### config.mk
export PLATFORM = sky130hd
export DESIGN_NAME = pic_cmd_seq
export DESIGN_NICKNAME = d
export VERILOG_FILES = /design/src/rtl/pic_pkg.sv /design/src/rtl/pic_wr_decode.sv /design/src/rtl/pic_init_seq.sv /design/src/rtl/pic_eoi_gen.sv /design/src/rtl/pic_cmd_seq.sv
export SDC_FILE = /design/constraint.sdc
export NUM_CORES = 1
export LEC_CHECK = 0
export BUFFER_PORTS_ARGS = -buffer_cell sky130_fd_sc_hd__buf_2
export CAP_MARGIN = 20
export CORE_MARGIN = 8
export CORE_UTILIZATION = 40
export CTS_CLUSTER_DIAMETER = 40
export DETAILED_ROUTE_END_ITERATION = 6
export GPL_ROUTABILITY_DRIVEN = 0
export PLACE_DENSITY_LB_ADDON = 0.08
export SYNTH_ARGS = -nofsm -noshare
export SYNTH_HDL_FRONTEND = slang
export SYNTH_SLANG_ARGS = --single-unit
export TNS_END_PERCENT = 50
### constraint.sdc
create_clock -name clk -period 3.8 [get_ports clk]
set_clock_uncertainty 0.05 [all_clocks]
set_input_delay 0.76 -clock clk [delete_from_list [all_inputs] [get_ports clk]]
set_output_delay 0.76 -clock clk [all_outputs]
set_load 0.005 [all_outputs]
### src/rtl/pic_pkg.sv
package pic_pkg;

   // Which initialization word the sequencer expects on address 1.
   typedef enum logic [1:0] {
      ST_IDLE = 2'd0,
      ST_VEC  = 2'd1,
      ST_CASC = 2'd2,
      ST_FOUR = 2'd3
   } icw_st_e;

   // Classification of one bus write.
   typedef enum logic [2:0] {
      CMD_NONE  = 3'd0,
      CMD_START = 3'd1,
      CMD_EOI   = 3'd2,
      CMD_RDSEL = 3'd3,
      CMD_PORT1 = 3'd4
   } cmd_kind_e;

   localparam logic [2:0] SUB_EOI_ANY  = 3'b001;
   localparam logic [2:0] SUB_EOI_LINE = 3'b011;

endpackage

### src/rtl/pic_wr_decode.sv
module pic_wr_decode
   import pic_pkg::*;
(
   input  logic       we,
   input  logic       addr,
   input  logic [1:0] sel_bits,   // data bits 4:3
   output cmd_kind_e  kind
);

   always_comb begin
      if (!we)
         kind = CMD_NONE;
      else if (addr)
         kind = CMD_PORT1;
      else if (sel_bits[1])
         kind = CMD_START;
      else if (!sel_bits[0])
         kind = CMD_EOI;
      else
         kind = CMD_RDSEL;
   end

endmodule

### src/rtl/pic_init_seq.sv
module pic_init_seq
   import pic_pkg::*;
#(
   parameter int DATA_W    = 8,
   parameter int LINE_W    = 3,
   parameter bit IS_MASTER = 1'b1
)(
   input  logic              clk,
   input  logic              rst_n,
   input  cmd_kind_e         kind,
   input  logic [DATA_W-1:0] wdata,
   output logic [DATA_W-1:0] mask_q,
   output logic              edge_q,
   output logic              cascade_q,
   output logic [DATA_W-1:0] vec_base,
   output logic [DATA_W-1:0] casc_q,
   output logic              auto_eoi_q,
   output logic              rd_req_q,
   output icw_st_e           stage_q
);

   localparam int VB_W = DATA_W - LINE_W;

   logic [VB_W-1:0]   vb_hi_q;
   logic              want_four_q;
   logic [DATA_W-1:0] casc_word;

   // The cascade word keeps every bit on a master and only the ID on a slave.
   generate
      if (IS_MASTER) begin : g_master
         assign casc_word = wdata;
      end else begin : g_slave
         assign casc_word = {{VB_W{1'b0}}, wdata[LINE_W-1:0]};
      end
   endgenerate

   assign vec_base = {vb_hi_q, {LINE_W{1'b0}}};

   always_ff @(posedge clk) begin
      if (!rst_n) begin
         mask_q      <= '0;
         edge_q      <= 1'b0;
         cascade_q   <= 1'b0;
         vb_hi_q     <= '0;
         casc_q      <= '0;
         auto_eoi_q  <= 1'b0;
         rd_req_q    <= 1'b1;
         want_four_q <= 1'b0;
         stage_q     <= ST_IDLE;
      end else begin
         case (kind)
            CMD_START: begin
               mask_q      <= '0;
               edge_q      <= wdata[3];
               cascade_q   <= ~wdata[1];
               want_four_q <= wdata[0];
               if (!wdata[0]) auto_eoi_q <= 1'b0;
               stage_q     <= ST_VEC;
            end
            CMD_RDSEL: begin
               if (wdata[1]) rd_req_q <= wdata[0];
            end
            CMD_PORT1: begin
               case (stage_q)
                  ST_IDLE: mask_q <= wdata;
                  ST_VEC: begin
                     vb_hi_q <= wdata[DATA_W-1:LINE_W];
                     if (cascade_q) begin
                        stage_q <= ST_CASC;
                     end else begin
                        casc_q  <= '0;
                        stage_q <= ST_IDLE;
                     end
                  end
                  ST_CASC: begin
                     casc_q  <= casc_word;
                     stage_q <= want_four_q ? ST_FOUR : ST_IDLE;
                  end
                  ST_FOUR: begin
                     auto_eoi_q <= wdata[1];
                     stage_q    <= ST_IDLE;
                  end
                  default: stage_q <= ST_IDLE;
               endcase
            end
            default: ;
         endcase
      end
   end

   a_r2_start_clears_mask: assert property (@(posedge clk) disable iff (!rst_n)
      (kind == CMD_START) |=> (mask_q == '0 && stage_q == ST_VEC));

   a_r3_no_four_no_auto: assert property (@(posedge clk) disable iff (!rst_n)
      (kind == CMD_START && !wdata[0]) |=> !auto_eoi_q);

   a_r4_casc_stage_needs_cascade: assert property (@(posedge clk) disable iff (!rst_n)
      (stage_q == ST_CASC) |-> cascade_q);

   a_r6_four_ends_burst: assert property (@(posedge clk) disable iff (!rst_n)
      (kind == CMD_PORT1 && stage_q == ST_FOUR) |=>
         (stage_q == ST_IDLE && auto_eoi_q == $past(wdata[1])));

   a_r7_mask_load: assert property (@(posedge clk) disable iff (!rst_n)
      (kind == CMD_PORT1 && stage_q == ST_IDLE) |=> (mask_q == $past(wdata)));

endmodule

### src/rtl/pic_eoi_gen.sv
module pic_eoi_gen
   import pic_pkg::*;
#(
   parameter int LINES  = 8,
   parameter int LINE_W = 3
)(
   input  logic              clk,
   input  logic              rst_n,
   input  cmd_kind_e         kind,
   input  logic [2:0]        sub,
   input  logic [LINE_W-1:0] line_sel,
   input  logic [LINES-1:0]  isr_vec,
   output logic              eoi_stb,
   output logic [LINE_W-1:0] eoi_line
);

   logic [LINE_W-1:0] top_line;
   logic              any_hit;
   logic              line_hit;

   // Highest-numbered set in-service bit.
   always_comb begin
      top_line = '0;
      for (int i = 0; i < LINES; i++) begin
         if (isr_vec[i]) top_line = LINE_W'(i);
      end
   end

   assign any_hit  = (kind == CMD_EOI) && (sub == SUB_EOI_ANY) && (|isr_vec);
   assign line_hit = (kind == CMD_EOI) && (sub == SUB_EOI_LINE);

   always_ff @(posedge clk) begin
      if (!rst_n) begin
         eoi_stb  <= 1'b0;
         eoi_line <= '0;
      end else begin
         eoi_stb <= any_hit | line_hit;
         if (line_hit)
            eoi_line <= line_sel;
         else if (any_hit)
            eoi_line <= top_line;
      end
   end

   a_r8_empty_isr_silent: assert property (@(posedge clk) disable iff (!rst_n)
      (kind == CMD_EOI && sub == SUB_EOI_ANY && isr_vec == '0) |=> !eoi_stb);

   a_r8_highest_line: assert property (@(posedge clk) disable iff (!rst_n)
      (kind == CMD_EOI && sub == SUB_EOI_ANY && isr_vec != '0) |=>
         (eoi_stb && (($past(isr_vec) >> eoi_line) == LINES'(1))));

   a_r9_line_field: assert property (@(posedge clk) disable iff (!rst_n)
      (kind == CMD_EOI && sub == SUB_EOI_LINE) |=>
         (eoi_stb && eoi_line == $past(line_sel)));

   a_r10_other_sub_silent: assert property (@(posedge clk) disable iff (!rst_n)
      (kind == CMD_EOI && sub != SUB_EOI_ANY && sub != SUB_EOI_LINE) |=> !eoi_stb);

endmodule

### src/rtl/pic_cmd_seq.sv
module pic_cmd_seq
   import pic_pkg::*;
#(
   parameter int DATA_W    = 8,
   parameter int LINES     = 8,
   parameter bit IS_MASTER = 1'b1
)(
   input  logic              clk,
   input  logic              rst_n,
   input  logic              bus_we,
   input  logic              bus_addr,
   input  logic [DATA_W-1:0] bus_wdata,
   output logic [DATA_W-1:0] bus_rdata,
   input  logic [LINES-1:0]  req_vec,
   input  logic [LINES-1:0]  isr_vec,
   output logic [DATA_W-1:0] irq_mask,
   output logic              edge_mode,
   output logic              cascade_mode,
   output logic [DATA_W-1:0] vec_base,
   output logic [DATA_W-1:0] casc_bits,
   output logic              auto_eoi,
   output logic [1:0]        icw_stage,
   output logic              eoi_stb,
   output logic [2:0]        eoi_line
);

   localparam int LINE_W = $clog2(LINES);

   // Command fields sit at fixed bit positions of a byte with eight lines.
   generate
      if (DATA_W != 8 || LINES != 8) begin : g_bad_cfg
         $error("pic_cmd_seq: DATA_W and LINES must both be 8");
      end
   endgenerate

   cmd_kind_e kind;
   icw_st_e   stage;
   logic      rd_req;

   pic_wr_decode u_dec (
      .we       (bus_we),
      .addr     (bus_addr),
      .sel_bits (bus_wdata[4:3]),
      .kind     (kind)
   );

   pic_init_seq #(
      .DATA_W    (DATA_W),
      .LINE_W    (LINE_W),
      .IS_MASTER (IS_MASTER)
   ) u_seq (
      .clk        (clk),
      .rst_n      (rst_n),
      .kind       (kind),
      .wdata      (bus_wdata),
      .mask_q     (irq_mask),
      .edge_q     (edge_mode),
      .cascade_q  (cascade_mode),
      .vec_base   (vec_base),
      .casc_q     (casc_bits),
      .auto_eoi_q (auto_eoi),
      .rd_req_q   (rd_req),
      .stage_q    (stage)
   );

   pic_eoi_gen #(
      .LINES  (LINES),
      .LINE_W (LINE_W)
   ) u_eoi (
      .clk      (clk),
      .rst_n    (rst_n),
      .kind     (kind),
      .sub      (bus_wdata[7:5]),
      .line_sel (bus_wdata[LINE_W-1:0]),
      .isr_vec  (isr_vec),
      .eoi_stb  (eoi_stb),
      .eoi_line (eoi_line)
   );

   assign icw_stage = stage;
   assign bus_rdata = bus_addr ? irq_mask : (rd_req ? req_vec : isr_vec);

   a_r11_select_kept: assert property (@(posedge clk) disable iff (!rst_n)
      (kind != CMD_RDSEL) |=> $stable(rd_req));

   a_r4_single_skips_cascade: assert property (@(posedge clk) disable iff (!rst_n)
      (kind == CMD_PORT1 && stage == ST_VEC && !cascade_mode) |=>
         (stage == ST_IDLE && casc_bits == '0));

endmodule

==> results of run 1 <==
## registers in the layout, summed over array words and instances (netlist names)
name and count:
u_seq.casc_q 8, u_seq.auto_eoi_q 1, u_seq.mask_q 8, u_seq.edge_q 1, u_eoi.eoi_line 3, u_seq.vb_hi_q 5, u_eoi.eoi_stb 1, u_seq.cascade_q 1
u_seq.rd_req_q 1, u_seq.stage_q 2, u_seq.want_four_q 1
## routing by layer
layer / GRT usage (%) / share of wire, % / up-vias
met5: 0 / 0 / -
met2: 23.36 / 44 / 51
li1: - / - / 800
met1: 17.79 / 46 / 697
met4: 3.333 / 0.59 / 0
met3: 6.948 / 9.0 / 4
## cells by family after synthesis
| group | share of synthesized area (%) |
|---|---|
| compound gates | 16.86 |
| buf+inv | 5.216 |
| flops | 41.09 |
| mux | 9.631 |
| other cells | 0.2405 |
| simple gates | 26.97 |
## final cells by class
type                    instances  area (um^2)  area share (%)
repair buffers                 65        325.3           16.29
inverters                       4        15.01          0.7519
clock inverters                 3        42.54           2.130
flip-flops and latches         32        640.6           32.08
clock buffers                   5        68.82           3.446
well taps                      48        60.06           3.008
multi-input cells             148        844.6           42.29
## through the flow
step	area, um^2	hold slack (ps)
after floorplan	1567	395.1
after global placement	1886	390.6
after detailed placement	1886	390.2
after CTS	1997	399.2
after global routing	1997	424.6
final	1997	397.7
## final timing paths
kind,end,depth (start not counted)
setup / recovery,bus_rdata[5],4
hold / removal,u_seq.casc_q[5]$_SDFFE_PN0P_,2
setup reg to reg,u_seq.casc_q[1]$_SDFFE_PN0P_,4
hold reg to reg,u_seq.casc_q[5]$_SDFFE_PN0P_,2
## cell usage after synthesis, types with 2 or more instances
master    count  area, um^2
dfxtp_1      32       640.6
nand2_1      32       120.1
a21oi_1      20       100.1
o21ai_0      16       80.08
mux2i_1      15       150.1
nor2_1       14       52.55
nand3_1      10       50.05
nand4_1       8       50.05
buf_2         5       25.02
clkbuf_1      4       15.01
nor3_1        4       20.02
buf_4         3       22.52
inv_1         3       11.26
nor2b_1       3       18.77
and2_1        2       12.51
and3_1        2       12.51
nand2b_1      2       12.51
nor2_2        2       12.51
o211ai_1      2       15.01
## worst reg2reg max path: cells and delay by family, from the launching register on
kind	cells	cell delay (ps)
AND/OR/NAND/NOR	2	710
flip-flops	1	430
AO/OA/AOI/OAI	2	310
## power by group
group / internal (mW) / switching [mW] / leakage [nW]
combinational: 0.0359 / 0.0559 / 0.660
clock: 0.194 / 0.126 / 0.0541
sequential: 0.343 / 0.00630 / 0.259
total: 0.573 / 0.188 / 0.973
==> flow_summary.yaml, run 1 <==
outcome:
  outcome: "completed"
pwr:
  worst_ir_drop_vdd_uv: 260.9
  totalPowerFinal_mw: 0.7606
  power_density_mw_per_mm2: 380.9
  p_leak_nw: 0.9733
synth:
  synth.ff_latch_count: 32
  synth_enable_flop_cells: 0
  synth_ff_type: "dfxtp_1"
  ys_types: 35
  ys_seq_area_share_pct: 41.09
  postSynthAreaPerCell_um2: 7.995
  yosysWarnings: 0
  mappedNetlistArea_mm2: 0.001559
  synthArstFlopShare_pct: 0
  postSynthCellCount: 195
cts:
  cts_setup_buffers: 0
  hold_buffers: 0
  max-clock-path-buffers: 2
  cts_resized: 0
  tritoncts: "done"
  cts_made_buffers: 5
  cts.sinks: 32
  root_buffer: "clkbuf_8"
  worstSkewPairLatency_ps: 280
  clk_pin_slew_ps: 60
  htreeDepth: 2
grt:
  overflow: 0
  grt_first_pass_wirelength_mm: 7.465
  grt_start_max_net_pins: 33
  antenna_found_initial: 0
  grt_pass1_vias: 1528
  grt_usage_pct: 14.78
critical_path:
  crit_type: "input port to output pin"
  cp_top_family: "buffers and inverters"
  cp_slowest_cell: "buf_2"
  reg2reg_slack_ps: 2160
  crit_path_max_fanout: 32
  cp-start-kind: "input port"
  crit-reg2reg-launch: "u_seq.stage_q[1]$_SDFFE_PN0P_"
  crit_path_end_kind: "output pin"
  crit_buf_inv: 2
  crit_chain: "buf_2 > nand2_1 > o21ai_0 > buf_2"
  critPathLaunch: "bus_addr"
  required_ps: 2990
  crit_arrival_ps: 1510
  crit_top_cell: "buf_2"
  cpPeakStageDelay_ps: 390
worst_hold_path:
  hp-start: "u_seq.casc_q[5]$_SDFFE_PN0P_"
  hold_class: "flop to flop"
floorplanning:
  die_area_mm2: 0.006151
  die_w_um: 78.43
  start_util_pct: 41.95
  ioPinCount: 69
  fp.dieH_um: 78.43
  core_mm2: 0.003716
  core.rowCount: 22
sta:
  fmax_mhz: 430.7
  hold_violations: 0
  setup_ws_ps: 1478
  maxSlewViolCount: 0
  fin_crit_sh_pct: 61.11
  tns_ps: 0
  min_period_ps: 2322
  tightest_slew_ps: 667.7
  rsz0062_at_grt: "no"
  slew_headroom_pct: 55.40
  finalSetupViolCount: 0
finish:
  final_cell_mix: "65 x buf_2, 32 x nand2_1, 32 x dfxtp_1"
  nFillCells: 391
  utilization_pct: 53.74
  nets: 284
  mostFrequentLayoutCell: "buf_2"
  n_antenna_cell: 0
  stdcell_count: 305
  syn_to_final_growth_pct: 28.09
  drive_above_1_share_pct: 31.52
route:
  wl_mm: 4.592
  num_vias: 1552
  remaining_drc_errors: 0
  antenna_left: 0
  drt_pass1_iterations: 4
  viasPerCell: 5.089
  avgRoutedWirePerCell_um: 15.06
  drtIter0Drc: 66
placement:
  dp_hpwl_mm: 3.456
  post-place-cells: 297
  portBuffers: 65
  place_ws_ps: 1439
run:
  maxCapViolCount: 0
Note: power is estimated with default switching activity, not from simulation.
==> inputs of run 2 (changes only) <==
==> constraint.sdc (replaced) <==
create_clock -name clk -period 2 [get_ports clk]
set_clock_uncertainty 0.05 [all_clocks]
set_input_delay 0.4 -clock clk [delete_from_list [all_inputs] [get_ports clk]]
set_output_delay 0.4 -clock clk [all_outputs]
set_load 0.005 [all_outputs]
==> flow_summary.yaml, run 2 (synthesis results as in run 1) <==
outcome:
  outcome: "completed"
sta:
  fin_hold_ws_ps: 305.3
  finalSetupViolCount: 0
  fmax_mhz: 544.9
  setup_ws_ps: 164.9
  rsz0062_at_grt: "no"
  maxSlewViolCount: 0
  min_period_ps: 1835
  hold_violations: 0
  fin_crit_sh_pct: 91.76
  tns_ps: 0
worst_hold_path:
  min_path_cells: 2
  hold_class: "input port to flop"
critical_path:
  r2r_cells: 6
  crit_arrival_ps: 1390
  worstSetupEndpoint: "bus_rdata[7]"
  critPathLaunch: "u_seq.rd_req_q$_SDFFE_PN1P_"
  required_ps: 1550
  crit_path_max_fanout: 9
  crit_path_end_kind: "output pin"
  reg2reg_to: "u_seq.mask_q[0]$_SDFFE_PN0P_"
  crit-reg2reg-launch: "u_seq.stage_q[0]$_SDFFE_PN0P_"
  reg2reg_slack_ps: 610
  crit_type: "flop to output pin"
  cp-start-kind: "flop"
placement:
  place_ws_ps: 354.4
  dp_hpwl_mm: 3.577
  post-place-cells: 302
  portBuffers: 65
floorplanning:
  core.rowCount: 22
  core_mm2: 0.003716
  fp.dieH_um: 78.43
  ioPinCount: 69
  die_w_um: 78.43
  start_util_pct: 41.95
  die_area_mm2: 0.006151
finish:
  n_antenna_cell: 0
  nFillCells: 368
  drive_above_1_share_pct: 32.82
  mostFrequentLayoutCell: "buf_2"
  reg.largest.list: "u_seq.casc_q (8), u_seq.mask_q (8), u_seq.vb_hi_q (5)"
  final_cell_mix: "65 x buf_2, 32 x nand2_1, 32 x dfxtp_1"
  syn_to_final_growth_pct: 29.29
  stdcell_count: 310
  nets: 289
route:
  num_vias: 1577
  avgRoutedWirePerCell_um: 15.15
  remaining_drc_errors: 0
  antenna_left: 0
  wl_mm: 4.697
  drtIter0Drc: 83
  viasPerCell: 5.087
  drt_pass1_iterations: 4
cts:
  cts_made_buffers: 5
  worstSkewPairLatency_ps: 280
  root_buffer: "clkbuf_8"
  htreeDepth: 2
  cts_setup_buffers: 0
  tritoncts: "done"
  cts_resized: 0
  cts.sinks: 32
  hold_buffers: 0
  max-clock-path-buffers: 2
  clk_pin_slew_ps: 60
grt:
  grt_first_pass_wirelength_mm: 7.686
  overflow: 0
  grt_pass1_vias: 1569
  antenna_found_initial: 0
  grt_usage_pct: 15.25
  grt_start_max_net_pins: 29
run:
  maxCapViolCount: 0
pwr:
  totalPowerFinal_mw: 1.353
  worst_ir_drop_vdd_uv: 460.9
  power_density_mw_per_mm2: 671.2
  p_leak_nw: 0.9948
-- run 2: worst min-delay path by stage --
stage                                        start                        endpoint  slack (ps)
floorplan           u_seq.want_four_q$_SDFFE_PN0N_  u_seq.want_four_q$_SDFFE_PN0N_         400
global placement      u_seq.casc_q[1]$_SDFFE_PN0P_    u_seq.casc_q[1]$_SDFFE_PN0P_         390
detailed placement    u_seq.casc_q[7]$_SDFFE_PN0P_    u_seq.casc_q[7]$_SDFFE_PN0P_         390
CTS                                          rst_n     u_seq.rd_req_q$_SDFFE_PN1P_         300
global route                                 rst_n     u_seq.rd_req_q$_SDFFE_PN1P_         300
finish                                       rst_n     u_seq.rd_req_q$_SDFFE_PN1P_         310
-- run 2: final cells by class --
type	instances	area, um^2	share of cell area, %
Inverter	4	15.01	0.7449
Tap cell	48	60.06	2.980
Timing Repair Buffer	70	362.8	18.00
Sequential cell	32	640.6	31.78
Clock inverter	2	10.01	0.4966
Clock buffer	6	82.58	4.097
Multi-Input combinational cell	148	844.6	41.90
-- run 2: critical path, stage by stage, from the launching register on --
cell and delay [ps]:
dfxtp_1 620, mux2i_1 260, o21ai_0 90, buf_2 130
-- run 2: routing by layer --
layer | global-route usage, % | wire, um | up-vias
li1 | - | - | 812
met1 | 19.17 | 2173 | 702
met2 | 23.78 | 2073 | 61
met3 | 6.264 | 437 | 2
met4 | 3.333 | 13 | 0
met5 | 0 | 0 | -
-- run 2: metrics by stage --
step / area (um^2) / util [%]
after global placement: 1923 / 51.75
after detailed placement: 1923 / 51.75
after CTS: 2016 / 54.24
final: 2016 / 54.24
after global routing: 2016 / 54.24
after floorplan: 1567 / -
-- run 2: power breakdown --
group	total (mW)	switching (mW)	internal (mW)
sequential	0.665	0.0127	0.652
clock	0.507	0.233	0.274
combinational	0.181	0.107	0.0739
==> inputs of run 3 (changes only) <==
--- a/config.mk
+++ b/config.mk
@@ -5,7 +5,7 @@
 export SDC_FILE = /design/constraint.sdc
 export NUM_CORES = 1
 export LEC_CHECK = 0
-export BUFFER_PORTS_ARGS = -buffer_cell sky130_fd_sc_hd__buf_2
+export BUFFER_PORTS_ARGS = -buffer_cell sky130_fd_sc_hd__clkbuf_2
 export CAP_MARGIN = 20
 export CORE_MARGIN = 8
 export CORE_UTILIZATION = 40
==> flow_summary.yaml, run 3 (synthesis results as in run 1) <==
placement:
  portBuffers: 65
  place_area_mm2: 0.001923
  dp_hpwl_mm: 3.510
  place_ws_ps: 372.5
  post-place-cells: 302
cts:
  root_buffer: "clkbuf_8"
  cts_made_buffers: 5
  hold_buffers: 0
  htreeDepth: 2
  tritoncts: "done"
  cts.sinks: 32
  cts_setup_buffers: 0
  cts_resized: 0
  worstSkewPairLatency_ps: 270
  clk_pin_slew_ps: 60
  max-clock-path-buffers: 2
finish:
  nets: 289
  stdcell_count: 310
  utilization_pct: 54.18
  syn_to_final_growth_pct: 29.13
  stdcell_area_mm2: 0.002013
  multiInputGateArea_um2: 844.6
  mostFrequentLayoutCell: "clkbuf_2"
  regArea_um2: 640.6
  reg.largest.list: "u_seq.casc_q (8), u_seq.mask_q (8), u_seq.vb_hi_q (5)"
  n_antenna_cell: 0
  drive_above_1_share_pct: 32.06
  final_cell_mix: "65 x clkbuf_2, 32 x nand2_1, 32 x dfxtp_1"
  nFillCells: 395
sta:
  maxSlewViolCount: 0
  setup_ws_ps: 178.4
  hold_violations: 0
  tns_ps: 0
  fin_hold_ws_ps: 336.7
  fmax_mhz: 549.0
  finalSetupViolCount: 0
  fin_crit_sh_pct: 91.08
  rsz0062_at_grt: "no"
  min_period_ps: 1822
grt:
  grt_util_met1_pct: 17.19
  grt_pass1_vias: 1542
  grt.busiest_layer: "met2"
  grt_first_pass_wirelength_mm: 7.396
  overflow: 0
  grt_use_met3_pct: 6.264
  grt_usage_pct: 14.60
  antenna_found_initial: 0
  use_met2_pct: 23.45
  grt_start_max_net_pins: 29
pwr:
  power_density_mw_per_mm2: 668.7
  worst_ir_drop_vdd_uv: 447.4
  totalPowerFinal_mw: 1.346
  p_leak_nw: 0.9669
critical_path:
  reg2reg_slack_ps: 620
  cpPeakStageDelay_ps: 620
  crit_path_max_fanout: 9
  crit_type: "flop to output pin"
  crit_chain: "mux2i_1 > o21ai_0 > clkbuf_2"
  r2r_cells: 6
  crit-reg2reg-launch: "u_seq.stage_q[0]$_SDFFE_PN0P_"
  crit_arrival_ps: 1370
  crit_path_end_kind: "output pin"
  cp_slowest_cell: "dfxtp_1"
  cp-start-kind: "flop"
  required_ps: 1550
  reg2reg_to: "u_seq.mask_q[7]$_SDFFE_PN0P_"
worst_hold_path:
  hold_end: "u_seq.rd_req_q$_SDFFE_PN1P_"
  min_path_cells: 2
  hp-start: "rst_n"
  hold_class: "input port to flop"
floorplanning:
  die_area_mm2: 0.006151
  die_w_um: 78.43
  core_mm2: 0.003716
  ioPinCount: 69
  core.rowCount: 22
  start_util_pct: 41.95
  fp.dieH_um: 78.43
route:
  wl_mm: 4.555
  remaining_drc_errors: 0
  drt_pass1_iterations: 5
  avgRoutedWirePerCell_um: 14.69
  antenna_left: 0
  drtIter0Drc: 71
  viasPerCell: 5.145
  num_vias: 1595
outcome:
  outcome: "completed"
run:
  maxCapViolCount: 0
-- run 3: cell count changes in the layout (fill, tap and decap cells not counted), sizes merged --
cell / change
clkbuf: +67
buf: -65
clkinv: -2
-- run 3: how the worst max path moves through the flow --
stage | startpoint | endpoint | slack (ps) | cells past startpoint
after detailed placement | isr_vec[6] | u_eoi.eoi_line[2]$_SDFFE_PN0P_ | 370 | 6
after floorplan | bus_addr | bus_rdata[0] | 570 | 4
after CTS | u_seq.rd_req_q$_SDFFE_PN1P_ | bus_rdata[3] | 170 | 3
final | u_seq.rd_req_q$_SDFFE_PN1P_ | bus_rdata[3] | 180 | 3
after global routing | u_seq.rd_req_q$_SDFFE_PN1P_ | bus_rdata[6] | 30 | 3
after global placement | isr_vec[6] | u_eoi.eoi_line[1]$_SDFFE_PN0P_ | 370 | 6
-- run 3: critical path, delay by kind of cell (launching register included) --
family                 cells  cell delay (ps)
DFF                        1              620
muxes                      1              250
buffers and inverters      1              130
AOI/OAI and AO/OA          1              100
-- run 3: routing by layer --
metal	vias to the layer above	wire length [um]
met3	2	419
met1	725	2045
met2	54	2063
met5	-	0
li1	814	-
met4	0	26
-- run 3: area by class of cell --
type | count | share of cell area (%)
Clock buffer | 8 | 4.475
Multi-Input combinational cell | 148 | 41.95
Timing Repair Buffer | 70 | 18.02
Sequential cell | 32 | 31.82
Tap cell | 48 | 2.983
Inverter | 4 | 0.7458
-- run 3: report_power, final --
part	switching (mW)	internal (mW)
Sequential	0.0130	0.652
Combinational	0.107	0.0734
Clock	0.220	0.280
Total	0.340	1.01
